==> src/rtl/irqdma_pkg.sv <==
package irqdma_pkg;

    localparam int AW  = 16;       // visible address width
    localparam int XAW = AW + 1;   // kept carry bit for word access at top
    localparam int DW  = 16;       // data width
    localparam int CW  = 16;       // element counter width
    localparam int LW  = 3;        // request priority width
    localparam int BW  = 8;        // byte width

    typedef enum logic [1:0] {
        K_COPY     = 2'b00,
        K_IMM      = 2'b01,
        K_CALC_MEM = 2'b10,
        K_CALC_IMM = 2'b11
    } kind_e;

    typedef enum logic [1:0] {
        S_IDLE,
        S_RD_SRC,
        S_RD_OPD,
        S_WR_DST
    } state_e;

    typedef struct packed {
        kind_e           kind;
        logic            word;
        logic            src_inc;
        logic            dst_inc;
        logic            burst;
        logic            link;
        logic [CW-1:0]   count;
        logic [XAW-1:0]  src;
        logic [XAW-1:0]  dst;
        logic [DW-1:0]   imm;
    } desc_t;

    function automatic logic [DW-1:0] fit(input logic [DW-1:0] v, input logic word);
        logic [DW-1:0] m;
        m = word ? {DW{1'b1}} : {{(DW-BW){1'b0}}, {BW{1'b1}}};
        return v & m;
    endfunction

    function automatic logic [XAW-1:0] advance(input logic [XAW-1:0] a,
                                               input logic inc, input logic word);
        logic [XAW-1:0] step;
        step = word ? XAW'(2) : XAW'(1);
        return inc ? a + step : a;
    endfunction

    function automatic state_e entry_state(input kind_e k);
        case (k)
            K_COPY:     return S_RD_SRC;
            K_IMM:      return S_WR_DST;
            K_CALC_MEM: return S_RD_SRC;
            default:    return S_RD_OPD;
        endcase
    endfunction

endpackage

==> src/rtl/irqdma_gate.sv <==
module irqdma_gate
    import irqdma_pkg::*;
#(
    parameter int LEVEL_W = LW
) (
    input  logic               clk,
    input  logic               rst,
    input  logic               irq_req,
    input  logic [LEVEL_W-1:0] irq_level,
    input  logic               route_en,
    input  logic               fast_sel,
    input  logic               idle,
    output logic               start,
    output logic               pend
);
    localparam logic [LEVEL_W-1:0] TOP_LEVEL = {LEVEL_W{1'b1}};

    logic hit;
    assign hit = irq_req && (irq_level == TOP_LEVEL) && route_en && !fast_sel;

    // one-deep hold: requests seen while working collapse into one
    always_ff @(posedge clk) begin
        if (rst)       pend <= 1'b0;
        else if (idle) pend <= 1'b0;
        else if (hit)  pend <= 1'b1;
    end

    assign start = idle && (hit || pend);
endmodule

==> src/rtl/irqdma_desc.sv <==
module irqdma_desc
    import irqdma_pkg::*;
(
    input  logic  clk,
    input  logic  rst,
    input  logic  wr_en,
    input  logic  wr_link_sel,
    input  desc_t wr_val,
    input  logic  busy,
    input  logic  step,
    output desc_t act,
    output logic  last
);
    desc_t link_q;

    assign last = (act.count == CW'(1));

    always_ff @(posedge clk) begin
        if (rst) begin
            act    <= '0;
            link_q <= '0;
        end else begin
            if (wr_en && wr_link_sel)
                link_q <= wr_val;

            if (step) begin
                if (last && act.link) begin
                    act <= link_q;
                end else begin
                    act.count <= act.count - CW'(1);
                    act.src   <= advance(act.src, act.src_inc, act.word);
                    act.dst   <= advance(act.dst, act.dst_inc, act.word);
                end
            end else if (wr_en && !wr_link_sel && !busy) begin
                act <= wr_val;
            end
        end
    end
endmodule

==> src/rtl/irqdma_seq.sv <==
module irqdma_seq
    import irqdma_pkg::*;
(
    input  logic           clk,
    input  logic           rst,
    input  logic           start,
    input  desc_t          act,
    input  logic           last,
    input  logic           mem_ready,
    input  logic [DW-1:0]  mem_rdata,
    output logic           idle,
    output logic           step,
    output logic           eot,
    output logic           mem_req,
    output logic           mem_we,
    output logic           mem_word,
    output logic [XAW-1:0] mem_addr,
    output logic [DW-1:0]  mem_wdata
);
    state_e        state;
    logic [DW-1:0] opa;
    logic [DW-1:0] opb;
    logic [DW-1:0] result;
    logic          go;

    assign go = start && (act.count != '0);

    always_ff @(posedge clk) begin
        if (rst) begin
            state <= S_IDLE;
            opa   <= '0;
            opb   <= '0;
            eot   <= 1'b0;
        end else begin
            eot <= 1'b0;
            case (state)
                S_IDLE: if (go) state <= entry_state(act.kind);
                S_RD_SRC: if (mem_ready) begin
                    opa   <= fit(mem_rdata, act.word);
                    state <= (act.kind == K_CALC_MEM) ? S_RD_OPD : S_WR_DST;
                end
                S_RD_OPD: if (mem_ready) begin
                    opb   <= fit(mem_rdata, act.word);
                    state <= S_WR_DST;
                end
                default: if (mem_ready) begin
                    if (last) begin
                        eot   <= 1'b1;
                        state <= S_IDLE;
                    end else if (act.burst) begin
                        state <= entry_state(act.kind);
                    end else begin
                        state <= S_IDLE;
                    end
                end
            endcase
        end
    end

    always_comb begin
        case (act.kind)
            K_COPY:     result = opa;
            K_IMM:      result = act.imm;
            K_CALC_MEM: result = opa + opb;
            default:    result = act.imm + opb;
        endcase
    end

    assign idle      = (state == S_IDLE);
    assign step      = (state == S_WR_DST) && mem_ready;
    assign mem_req   = !idle;
    assign mem_we    = (state == S_WR_DST);
    assign mem_word  = act.word;
    assign mem_addr  = (state == S_RD_SRC) ? act.src : act.dst;
    assign mem_wdata = fit(result, act.word);
endmodule

==> src/rtl/irqdma_top.sv <==
module irqdma_top
    import irqdma_pkg::*;
(
    input  logic           clk,
    input  logic           rst,
    input  logic           irq_req,
    input  logic [LW-1:0]  irq_level,
    input  logic           dma_route_en,
    input  logic           fast_irq_sel,
    input  logic           desc_we,
    input  logic           desc_link_sel,
    input  logic [1:0]     desc_kind,
    input  logic           desc_word,
    input  logic           desc_src_inc,
    input  logic           desc_dst_inc,
    input  logic           desc_burst,
    input  logic           desc_link,
    input  logic [CW-1:0]  desc_count,
    input  logic [AW-1:0]  desc_src,
    input  logic [AW-1:0]  desc_dst,
    input  logic [DW-1:0]  desc_imm,
    output logic           mem_req,
    output logic           mem_we,
    output logic           mem_word,
    output logic [XAW-1:0] mem_addr,
    output logic [DW-1:0]  mem_wdata,
    input  logic [DW-1:0]  mem_rdata,
    input  logic           mem_ready,
    output logic           busy,
    output logic           eot_irq
);
    desc_t wr_val;
    desc_t act;
    logic  idle, start, pend, step, last;

    always_comb begin
        wr_val.kind    = kind_e'(desc_kind);
        wr_val.word    = desc_word;
        wr_val.src_inc = desc_src_inc;
        wr_val.dst_inc = desc_dst_inc;
        wr_val.burst   = desc_burst;
        wr_val.link    = desc_link;
        wr_val.count   = desc_count;
        wr_val.src     = {1'b0, desc_src};
        wr_val.dst     = {1'b0, desc_dst};
        wr_val.imm     = desc_imm;
    end

    irqdma_gate #(.LEVEL_W(LW)) u_gate (
        .clk(clk), .rst(rst), .irq_req(irq_req), .irq_level(irq_level),
        .route_en(dma_route_en), .fast_sel(fast_irq_sel), .idle(idle),
        .start(start), .pend(pend)
    );

    irqdma_desc u_desc (
        .clk(clk), .rst(rst), .wr_en(desc_we), .wr_link_sel(desc_link_sel),
        .wr_val(wr_val), .busy(busy), .step(step), .act(act), .last(last)
    );

    irqdma_seq u_seq (
        .clk(clk), .rst(rst), .start(start), .act(act), .last(last),
        .mem_ready(mem_ready), .mem_rdata(mem_rdata), .idle(idle),
        .step(step), .eot(eot_irq), .mem_req(mem_req), .mem_we(mem_we),
        .mem_word(mem_word), .mem_addr(mem_addr), .mem_wdata(mem_wdata)
    );

    assign busy = !idle;
endmodule

==> config.mk <==
export PLATFORM = sky130hd
export DESIGN_NAME = irqdma_top
export DESIGN_NICKNAME = d
export VERILOG_FILES = /design/src/rtl/irqdma_pkg.sv /design/src/rtl/irqdma_gate.sv /design/src/rtl/irqdma_desc.sv /design/src/rtl/irqdma_seq.sv /design/src/rtl/irqdma_top.sv
export SDC_FILE = /design/constraint.sdc
export NUM_CORES = 1
export LEC_CHECK = 0
export BUFFER_PORTS_ARGS = -buffer_cell sky130_fd_sc_hd__buf_4
export CAP_MARGIN = 5
export CORE_UTILIZATION = 50
export CTS_BUF_LIST = sky130_fd_sc_hd__clkbuf_16
export CTS_CLUSTER_SIZE = 28
export DETAILED_ROUTE_END_ITERATION = 7
export HOLD_SLACK_MARGIN = 0.12
export PLACE_DENSITY = 0.71
export SLEW_MARGIN = 20
export SYNTH_ARGS = -nofsm -noshare
export SYNTH_HDL_FRONTEND = slang
export SYNTH_SLANG_ARGS = --single-unit
==> constraint.sdc <==
create_clock -name clk -period 4.3 [get_ports clk]
set_input_delay 0.86 -clock clk [delete_from_list [all_inputs] [get_ports clk]]
set_output_delay 0.86 -clock clk [all_outputs]
set_load 0.05 [all_outputs]
# Yosys cells after proc, flatten, opt, wreduce, memory -nomap -nowiden

Index checks and enable logic that the tools add are counted.

Word-level logic and storage cells: 95
Output and inout bits: 38
Register bits after elaboration: 180
Bits of input ports: 98

Eq/ne operators: 13
Reduce and logical (&&, ||, !) cells: 28
Bitwise gates (word level): 3
$add $sub $neg: 5
Multiplexer cells: 21

Operators by type and width:

| kind                    | count |
|---|---|
| $mux W73                | 2 |
| $mux W17                | 3 |
| $mux W50                | 1 |
| $pmux W16 S3            | 1 |
| $add A17 B17 Y17        | 2 |
| $add A16 B16 Y16        | 2 |
| $and A16 B16 Y16        | 2 |
| $mux W16                | 2 |
| $eq A16 B1 Y1 const B   | 1 |
| $reduce_bool A16 Y1     | 1 |
| $sub A16 B1 Y16 const B | 1 |
| $mux W2                 | 7 |
| $logic_and A1 B1 Y1     | 10 |
| $reduce_and A2 Y1       | 5 |
| $mux W7                 | 1 |
| $eq A2 B2 Y1 const B    | 3 |
| $ne A3 B1 Y1 const B    | 2 |
| $pmux W2 S3             | 1 |
| $reduce_or A5 Y1        | 1 |
| $eq A2 B1 Y1 const B    | 2 |
| $logic_not A2 Y1        | 2 |
| $ne A2 B1 Y1 const B    | 2 |
| $ne A2 B2 Y1 const B    | 2 |
| $pmux W2 S2             | 1 |
| other kinds (8)         | 13 |

# Logic depth before layout (Yosys ltp)

Depth after elaboration: 9
Mapped depth: 12
Gate-level depth less buffers: 10

# Modules after synthesis

Synthesis repeated with hierarchy kept, for this count alone.

Cells, all modules: 1275
Area total of the unflattened synthesis: 10069.7 um^2

By module, submodules not included:

| module      | times used | seq. area each (um^2) | area each (um^2) | cells each |
|---|---|---|---|---|
| irqdma_desc | 1          | 2922.8                | 7141.8           | 898 |
| irqdma_seq  | 1          | 700.7                 | 2855.2           | 367 |
| irqdma_gate | 1          | 20.0                  | 65.1             | 8 |
| irqdma_top  | 1          | 0.0                   | 7.5              | 2 |

# Least setup slack after synthesis

No wires, ideal clock.

Path type: register to output
Start point: register u_desc.act[71] (netlist name)
End point: output port mem_wdata[12]
Slack: -0.941 ns
Cell stages (with the launch flop): 13
Path buffers: 2
Data required time: 3.440 ns
Arrival time: 4.381 ns
Path through: dfxtp_1 nand2b_1 clkbuf_1 clkbuf_1 mux2_2 ha_1 fa_1 a211oi_1 o211ai_1 nand2_1 o21a_1 nor2_1 nor4_1

Longest elaborated chain between the ends: 3
Elaborated cells on any way between the ends: 5
Those cells by class: 2 x eq/ne; 1 x mux; 1 x bitwise; 1 x reduce/logical

Ends and longest elaborated chain:

| element                                    | line             | source |
|---|---|---|
| $eq A2 B2 Y1, or another cell as far along | irqdma_seq.sv:61 | `case (act.kind)` |
| $pmux W16 S3 *                             | irqdma_seq.sv:61 |  |
| $and A16 B16 Y16 *                         | irqdma_pkg.sv:40 | `return v & m;` |
| end: declaration                           | irqdma_top.sv:26 | `output logic [DW-1:0] mem_wdata,` |

Mark *: on every way between the ends. The rest lies on a longest branch, timed or not.

# Worst setup path after layout

Start point: register u_desc.act[71] (netlist name)
End point: output port mem_wdata[15]

Longest elaborated chain between the ends: 3
Elaborated cells on any way between the ends: 5
Those cells by class: 2 x eq/ne; 1 x mux; 1 x bitwise; 1 x reduce/logical

Ends and longest elaborated chain:

| element                                    | line |
|---|---|
| $eq A2 B2 Y1, or another cell as far along | irqdma_seq.sv:61 |
| $pmux W16 S3 *                             | irqdma_seq.sv:61 |
| $and A16 B16 Y16 *                         | irqdma_pkg.sv:40 |

Marked as above.

==> metrics.yaml <==
grt:
  antenna_found_initial: 0
  grt_overflow: 0
  grt_pass1_wl_mm: 44.9
  first_global_vias: 8735
  grt_max_degree: 62
  gr-usage-all-layers: 0.277
placed_design:
  place.detailed.hpwl_mm: 18.7
  place_area_um2: 11100
  final_weighted_congestion_of_routability_driven_global_placement: 0.902
  port_buffers: 135
  total_instance_count_after_detailed_placement: 1610
  pre_cts_slack_ns: 0.361
floorplan:
  chipHeight_um: 144
  floorplan.initialDensity: 0.512
  floorplan.die_area_um2: 20600
  std_cell_rows: 51
  floorplan.io_pins: 136
  die_w_um: 144
  core_region_area_um2: 19600
critical_path:
  worst_r2r_path_depth: 8
  critPathCaptureType: "primary output"
  worst_setup_path_start_kind: "flop"
  cp.arrival_ns: 3.28
  crit_fanout: 11
  worstPathRequired_ns: 3.44
  criticalPathCategory: "flop to primary output"
min_path:
  holdCritPathClass: "flop to flop"
  hold_depth: 2
route:
  antenna_left: 0
  initial_drc_count: 719
  vias_per_cell: 5.79
  routed_wl_mm: 27.8
  drc_errors: 0
  detailroute.via_count: 9517
  average_wire_per_cell_in_the_routed_design_um: 16.9
  detail_route.first_pass.iterations: 5
clocking:
  inserted_clock_buffers: 17
  clock_latency_ns: 0.44
  clkSinkCount: 180
  clockRootBuffer: "clkbuf_16"
  clk_pin_slew_worst_paths_ns: 0.07
  cts-hold-fix-buffers: 0
  clock_tree.buffer_depth: 2
  cts_tree: "yes"
  cts_htree_levels: 4
synth:
  synth.top_cell.area_share: 0.359
  async_reset_ff_frac: 0
  synth-seq-area-share: 0.359
  synth.area.top_cells: "dfxtp_1 36%, nand2_1 12%, a21oi_1 7.9%"
  synth_cell_types: 70
  synth_ff_type: "dfxtp_1"
  synth.ff_latch_count: 180
  synth_area_per_cell_um2: 7.76
  mappedNetlistArea_um2: 10000
  nets_in_the_synthesized_netlist: 1422
  synthesis.instances: 1292
  number_of_synthesis_warnings: 0
  synth_area_leader_cell: "dfxtp_1"
  synth_enable_flop_cells: 0
power:
  fin_total_pwr_mw: 4.70
  power.density_nw_per_um2: 401
  power.leakage_nw: 4.49
  vdd_ir_drop_max_uv: 314
finish:
  antenna_cells_inserted: 0
  area_growth_from_synthesis_to_layout_pct: 16.9
  final_core_util: 0.599
  design_area_um2: 11700
  instances_no_fill: 1643
  nNetsFinal: 1495
  layout-drive-gt1-share: 0.188
timing:
  grt_setup_unrepaired: "no"
  max_freq_ghz: 0.242
  finalMaxSlewViolations: 0
  total_negative_slack_for_setup_checks_ns: 0
  timing.final.crit_share: 0.962
  setup_viol: 0
  transition_time_at_the_pin_with_the_least_slew_margin_ns: 1.09
  final_hold_viol_count: 0
  worst_slew_margin_rel: 0.272
  finalHoldWorstSlack_ns: 0.453
  timing.final.crit_period_ns: 4.14
  layout_setup_ws_ns: 0.162
  finalClockSkew_ns: 0.0112
job:
  drv_cap: 0
run_status:
  run_status: "finished clean"
area by class of cell:
type                       count  area (µm²)
multi-input combinational   1003        6030
tap                          265         332
fill                        1804        7860
timing repair buffer         149        1130
sequential                   180        3600
clock buffer                  17         425
inverter                      14        52.6
clock inverter                15         155
what timing repair did:
| item | CTS | global route |
|---|---|---|
| endpoints found under the setup margin | 4 | 4 |
| resized for setup | 2 | 5 |
| pin swaps | 0 | 4 |
| buffers inserted | 0 | 1 |
layer usage:
metal  vias up  global-route usage  part of all wire
li1       4720                   -                 -
met1      4428               0.371              0.45
met2       328               0.452              0.47
met3        41              0.0423             0.065
met4         0              0.0935             0.019
met5         -                   0                 0
where the power goes:
| group | switching [mW] | internal, mW | leakage [nW] |
|---|---|---|---|
| sequential | 0.136 | 1.79 | 1.47 |
| combinational | 0.754 | 0.462 | 2.74 |
| clock | 0.691 | 0.860 | 0.279 |
kinds of logic after synthesis:
group	after synthesis	synth area share
buffers and inverters	109	0.0468
flip-flops	180	0.359
AO/OA/AOI/OAI	361	0.238
AND/OR/NAND/NOR	520	0.225
multiplexers	48	0.0521
XOR/XNOR	42	0.0367
adder cells (fa/ha/maj)	32	0.0422
registers in the layout, summed over array words and instances, names as in the netlist:
name           count
u_desc.act        73
u_desc.link_q     71
u_gate.pend        1
u_seq.eot          1
u_seq.opa         16
u_seq.opb         16
u_seq.state        2
cell usage in the layout, fill, tap and decap left out, types with 15 or more instances in the layout:
cell type / n
xnor2_1: 22
nand2_1: 326
nand3_1: 37
o211ai_1: 27
dfxtp_1: 180
a211oi_1: 26
o21ai_0: 46
a311oi_2: 17
mux2_2: 34
a21oi_1: 159
ha_1: 29
xor2_1: 20
clkbuf_16: 17
nor2_1: 77
buf_4: 146
nor3_1: 15
nand4_1: 16
critical path, cell delays in order (launching register included):
cell and delay [ns]:
dfxtp_1 0.33, nand2b_4 0.17, buf_6 0.18, mux2_2 0.35, ha_1 0.33, a21o_1 0.21, a21o_1 0.20, a2111oi_1 0.33
a21oi_1 0.19, mux2i_1 0.16, a211oi_2 0.16, buf_4 0.23
cell usage after synthesis, types with 5 or more instances:
cell type / count
nand3_1: 37
a211oi_1: 29
nor2_1: 78
mux2_2: 34
and2_1: 7
xnor2_1: 22
buf_2: 9
buf_6: 5
nand2_1: 328
nor3_1: 15
dfxtp_1: 180
a311oi_2: 17
buf_1: 7
o22ai_1: 10
ha_1: 29
nor4_1: 7
inv_1: 14
mux2i_1: 14
nand4_1: 16
a311oi_1: 12
o21ai_0: 46
clkbuf_1: 71
a31oi_1: 6
o211ai_1: 27
a21o_1: 9
xor2_1: 20
o21a_1: 5
a21oi_1: 159
path summary, 6_finish.rpt:
check / from / to / slack, ns
worst max register to register: u_seq.state[1] / u_desc.act[5] / 1.42
worst min-delay path: u_desc.link_q[48] / u_desc.link_q[48] / 0.45
worst max-delay path: u_desc.act[71] / mem_wdata[15] / 0.16
worst min register to register: u_desc.link_q[48] / u_desc.link_q[48] / 0.45
(Power assumes the default switching activity.)
